$ cat config.mk
export PLATFORM = sky130hd
export DESIGN_NAME = bankx_unit
export DESIGN_NICKNAME = d
export VERILOG_FILES = /design/src/rtl/bankx_pkg.sv /design/src/rtl/bankx_dec.sv /design/src/rtl/bankx_regs.sv /design/src/rtl/bankx_sel.sv /design/src/rtl/bankx_unit.sv
export SDC_FILE = /design/constraint.sdc
export NUM_CORES = 1
export LEC_CHECK = 0
export BUFFER_PORTS_ARGS = -buffer_cell sky130_fd_sc_hd__buf_2
export CAP_MARGIN = 20
export CORE_MARGIN = 2
export CORE_UTILIZATION = 34
export DETAILED_ROUTE_END_ITERATION = 16
export PLACE_DENSITY = 0.85
export REMOVE_ABC_BUFFERS = 1
export SETUP_SLACK_MARGIN = 0.05
export SLEW_MARGIN = 40
export SYNTH_ARGS = -nofsm -noshare
export SYNTH_HDL_FRONTEND = slang
export SYNTH_HIERARCHICAL = 1
export SYNTH_SLANG_ARGS = --single-unit
$ cat constraint.sdc
create_clock -name clk -period 1.2 [get_ports clk]
set_clock_uncertainty 0.2 [all_clocks]
set_input_delay 0.12 -clock clk [delete_from_list [all_inputs] [get_ports clk]]
set_output_delay 0.12 -clock clk [all_outputs]
set_load 0.01 [all_outputs]
$ cat src/rtl/bankx_pkg.sv
package bankx_pkg;
    localparam int BANKX_BANK_W = 4;
    localparam int BANKX_ADDR_W = 16;
    localparam int BANKX_DATA_W = 8;

    typedef enum logic {
        REG_CODE = 1'b0,
        REG_DPTR = 1'b1
    } bankx_reg_e;
endpackage

$ cat src/rtl/bankx_dec.sv
module bankx_dec
    import bankx_pkg::*;
#(
    parameter int ADDR_W = BANKX_ADDR_W
) (
    input  logic              clk,
    input  logic              rst_n,
    input  logic [ADDR_W-1:0] addr,
    input  logic              rd,
    input  logic              wr,
    output logic              reg_hit,
    output logic              reg_rd,
    output bankx_reg_e        reg_sel,
    output logic              code_we,
    output logic              dptr_we,
    output logic              mem_cs
);
    logic low_pair;

    always_comb begin
        low_pair = (addr[ADDR_W-1:1] == '0);
        reg_hit  = (rd || wr) && low_pair;
        reg_rd   = rd && low_pair;
        reg_sel  = bankx_reg_e'(addr[0]);
        code_we  = wr && low_pair && (reg_sel == REG_CODE);
        dptr_we  = wr && low_pair && (reg_sel == REG_DPTR);
        mem_cs   = (rd || wr) && !low_pair;
    end


    far_addr_chk: assert property (@(posedge clk) disable iff (!rst_n)
        (addr > ADDR_W'(1)) |-> (!code_we && !dptr_we));


    cs_excl_chk: assert property (@(posedge clk) disable iff (!rst_n)
        reg_hit |-> !mem_cs);
endmodule

$ cat src/rtl/bankx_regs.sv
module bankx_regs
    import bankx_pkg::*;
#(
    parameter int                BANK_W     = BANKX_BANK_W,
    parameter logic [BANK_W-1:0] RESET_BANK = '1
) (
    input  logic              clk,
    input  logic              rst_n,
    input  logic              code_we,
    input  logic              dptr_we,
    input  logic [BANK_W-1:0] wbank,
    output logic [BANK_W-1:0] code_q,
    output logic [BANK_W-1:0] dptr_q
);
    typedef struct packed {
        logic [BANK_W-1:0] code;
        logic [BANK_W-1:0] dptr;
    } bank_state_t;

    bank_state_t st_d, st_q;

    always_comb begin
        st_d = st_q;
        if (code_we) st_d.code = wbank;
        if (dptr_we) st_d.dptr = wbank;
    end

    always_ff @(posedge clk or negedge rst_n) begin
        if (!rst_n) begin
            st_q.code <= RESET_BANK;
            st_q.dptr <= RESET_BANK;
        end else begin
            st_q <= st_d;
        end
    end

    assign code_q = st_q.code;
    assign dptr_q = st_q.dptr;


    code_load_chk: assert property (@(posedge clk) disable iff (!rst_n)
        code_we |=> (code_q == $past(wbank)));


    dptr_hold_chk: assert property (@(posedge clk) disable iff (!rst_n)
        !dptr_we |=> (dptr_q == $past(dptr_q)));
endmodule

$ cat src/rtl/bankx_sel.sv
module bankx_sel
    import bankx_pkg::*;
#(
    parameter int BANK_W = BANKX_BANK_W,
    parameter int DATA_W = BANKX_DATA_W
) (
    input  logic              clk,
    input  logic              rst_n,
    input  logic [BANK_W-1:0] code_q,
    input  logic [BANK_W-1:0] dptr_q,
    input  logic              ind_xfer,
    input  logic              reg_rd,
    input  bankx_reg_e        reg_sel,
    output logic [BANK_W-1:0] bank_out,
    output logic [DATA_W-1:0] rdata
);
    logic [BANK_W-1:0] rd_bank;

    always_comb begin
        bank_out = ind_xfer ? dptr_q : code_q;
        rd_bank  = (reg_sel == REG_DPTR) ? dptr_q : code_q;
        if (!reg_rd) rd_bank = '0;
    end

    generate
        if (DATA_W > BANK_W) begin : g_pad
            assign rdata = {{(DATA_W-BANK_W){1'b0}}, rd_bank};
        end else begin : g_trunc
            assign rdata = rd_bank[DATA_W-1:0];
        end
    endgenerate


    rdata_idle_chk: assert property (@(posedge clk) disable iff (!rst_n)
        !reg_rd |-> (rdata == '0));


    rdata_upper_chk: assert property (@(posedge clk) disable iff (!rst_n)
        (rdata >> BANK_W) == '0);
endmodule

$ cat src/rtl/bankx_unit.sv
module bankx_unit
    import bankx_pkg::*;
#(
    parameter int                ADDR_W     = BANKX_ADDR_W,
    parameter int                DATA_W     = BANKX_DATA_W,
    parameter int                BANK_W     = BANKX_BANK_W,
    parameter logic [BANK_W-1:0] RESET_BANK = '1
) (
    input  logic              clk,
    input  logic              rst_n,
    input  logic [ADDR_W-1:0] cpu_addr,
    input  logic              cpu_rd,
    input  logic              cpu_wr,
    input  logic [DATA_W-1:0] cpu_wdata,
    input  logic              ind_xfer,
    output logic [BANK_W-1:0] bank_out,
    output logic              mem_cs,
    output logic [DATA_W-1:0] reg_rdata
);
    logic              reg_hit, reg_rd, code_we, dptr_we;
    bankx_reg_e        reg_sel;
    logic [BANK_W-1:0] code_q, dptr_q;

    bankx_dec #(.ADDR_W(ADDR_W)) u_dec (
        .clk(clk), .rst_n(rst_n), .addr(cpu_addr), .rd(cpu_rd), .wr(cpu_wr),
        .reg_hit(reg_hit), .reg_rd(reg_rd), .reg_sel(reg_sel),
        .code_we(code_we), .dptr_we(dptr_we), .mem_cs(mem_cs)
    );

    bankx_regs #(.BANK_W(BANK_W), .RESET_BANK(RESET_BANK)) u_regs (
        .clk(clk), .rst_n(rst_n), .code_we(code_we), .dptr_we(dptr_we),
        .wbank(cpu_wdata[BANK_W-1:0]), .code_q(code_q), .dptr_q(dptr_q)
    );

    bankx_sel #(.BANK_W(BANK_W), .DATA_W(DATA_W)) u_sel (
        .clk(clk), .rst_n(rst_n), .code_q(code_q), .dptr_q(dptr_q),
        .ind_xfer(ind_xfer), .reg_rd(reg_rd), .reg_sel(reg_sel),
        .bank_out(bank_out), .rdata(reg_rdata)
    );


    dptr_route_chk: assert property (@(posedge clk) disable iff (!rst_n)
        (ind_xfer && !$past(dptr_we)) |-> (bank_out == $past(bank_out) || !$past(ind_xfer)));


    idle_cs_chk: assert property (@(posedge clk) disable iff (!rst_n)
        (!cpu_rd && !cpu_wr) |-> (!mem_cs && !reg_hit));
endmodule

==> run summary <==
status: finished, violations left
failing checks: setup timing
GPL Wtd Cong: 0.721
number of fillers in the final layout: 114
diode count: 0
final setup fails: 17
RSZ-0062 raised after global routing: true
Fin. Hold Viols: 0
DP Wirelength: 949 um
Ports: 42
Die ar.: 1870 um^2
Worst Hold Class: input port to register
Max FO, Critical Path: 4
Syn-to-layout area delta: 71.6%
P_sw: 132 uW
initial core utilization: 35.6%
CTS tree: done
worst IR drop on VDD: 0.397 mV
clk buf depth: 2
Flop pwr share: 47.0%
Slew Limit Fails: 0
DRC violations left: 0
Mapped Cells: 45
Net Sw Frac: 22.8%
largest net degree at the start of global routing: 9
Internal Power: 446 uW
WL per Instance: 16.5 um
CP Launch Type: input port
Tmin final: 1.52 ns
core area: 1470 um^2
Clk pwr share: 33.7%
setup ws final: -0.325 ns
H-tree depth: 1
Leak Pwr: 0.000433 uW
Final Cycle Share: 127%
Die Ht: 43.3 um
global-route wire length before repair: 2.15 mm
PwrDens: 643 nW/um^2
vias in the first global route: 510
worst hold slack: 0.176 ns
Detailed Route WL: 1.70 mm
global router's overall resource usage: 16.1%
drt first pass iters: 2
share of cells above drive strength 1: 75.9%
Max Freq: 0.656 GHz
Cell Area, Synth: 524 um^2
port bufs: 33
Clock Latency Late Sink: 0.24 ns
post-route ant nets: 0
CP endpoint kind: output pin
nets: 118
Via Count: 502
Worst Path Required: 0.88 ns
combinational share of power: 19.3%
Crit Path Category: input port to output pin
CTS Buf Count: 3
initial antenna violation count: 0
Rows: 14
synth warn: 6
critical path arrival: 1.20 ns
Avg Vias per Cell: 4.87
Syn Area/Cell: 11.7 um^2
Layout Utilization: 61.1%
Iter 0 DRT Violations: 7
Die Width: 43.3 um
gr ovfl total: 0
CTS sink cnt: 8
number of max-cap violations: 0
CTS root buf: clkbuf_4
Clock transition at path regs: 0.05 ns
[worst max-delay path, stage by stage]
cell	delay [ns]
buf_6	0.10
nor4_4	0.28
and4_1	0.27
and2_4	0.16
nor2b_1	0.12
buf_2	0.14
[through the flow]
| stage | cells | area, um^2 | setup WS, ns | TNS, ns | power, uW |
|---|---|---|---|---|---|
| 2_1_floorplan | 42 | 487 | -0.237 | -2.19 | 291 |
| 6_report | 103 | 900 | -0.325 | -4.05 | 578 |
| 4_1_cts | 101 | 841 | -0.279 | -3.07 | 578 |
| 5_1_grt | 103 | 900 | -0.366 | -4.47 | 612 |
| 3_5_place_dp | 92 | 679 | -0.505 | -5.33 | 347 |
| 3_3_place_gp | 92 | 679 | -0.472 | -4.94 | 344 |
[per-layer routing]
layer  vias to the layer above  wire length [um]  track usage, %
met5                         -                 0               0
met4                         0                 8            13.9
met3                         2                49            2.55
met2                        12              1010            27.2
met1                       249               628            16.9
li1                        239                 -               -
[layout make-up]
class | instances | area [um^2] | area share [%]
repair buffers | 42 | 295 | 32.8
well taps | 16 | 20.0 | 2.23
flip-flops and latches | 8 | 210 | 23.4
multi-input cells | 34 | 352 | 39.1
clock buffers | 3 | 22.5 | 2.50
[what timing repair did]
| item | 4_1_cts | 5_1_grt |
|---|---|---|
| hold buffers | 5 | 0 |
| setup endpoints to repair | 17 | 17 |
| endpoints found under the hold margin | 16 | 0 |
| pin swaps | 7 | 6 |
| resized for setup | 18 | 7 |
| buffers inserted | 1 | 2 |
| gates cloned | 0 | 0 |
[final timing paths]
kind / endpoint / slack [ns] / from / depth (start not counted)
setup / recovery: reg_rdata[0] / -0.32 / cpu_addr[1] / 6
hold / removal: u_regs/dptr_q[0] / 0.18 / cpu_wr / 3
setup reg to reg: u_regs/code_q[2] / 0.17 / u_regs/code_q[2] / 2
hold reg to reg: u_regs/dptr_q[0] / 0.43 / u_regs/dptr_q[0] / 1
max in group asynchronous: u_regs/dptr_q[1] / 0.53 / rst_n / 2
min in group asynchronous: u_regs/code_q[0] / 0.25 / rst_n / 2
[layout by cell type, fill, tap and decap left out, types with 2 or more instances in the layout]
master	count
buf_2	25
buf_4	4
buf_6	8
clkbuf_4	3
conb_1	4
dfstp_2	8
dlygate4sd3_1	5
mux2_2	4
mux2_4	8
mux2i_1	4
nor2_1	2
nor2b_1	4
nor4_4	2
[power groups by stage]
stage,sequential [uW],combinational [uW],clock (uW)
2_1_floorplan,275,15.4,0
3_3_place_gp,275,69.1,0
3_5_place_dp,275,71.4,0
4_1_cts,272,93.1,213
5_1_grt,271,120,220
6_report,272,112,195
[sequential cells by signal (all words and copies together), names as in the netlist]
register,count
u_regs/code_q,4
u_regs/dptr_q,4
Power figures use the tool's default switching activity.
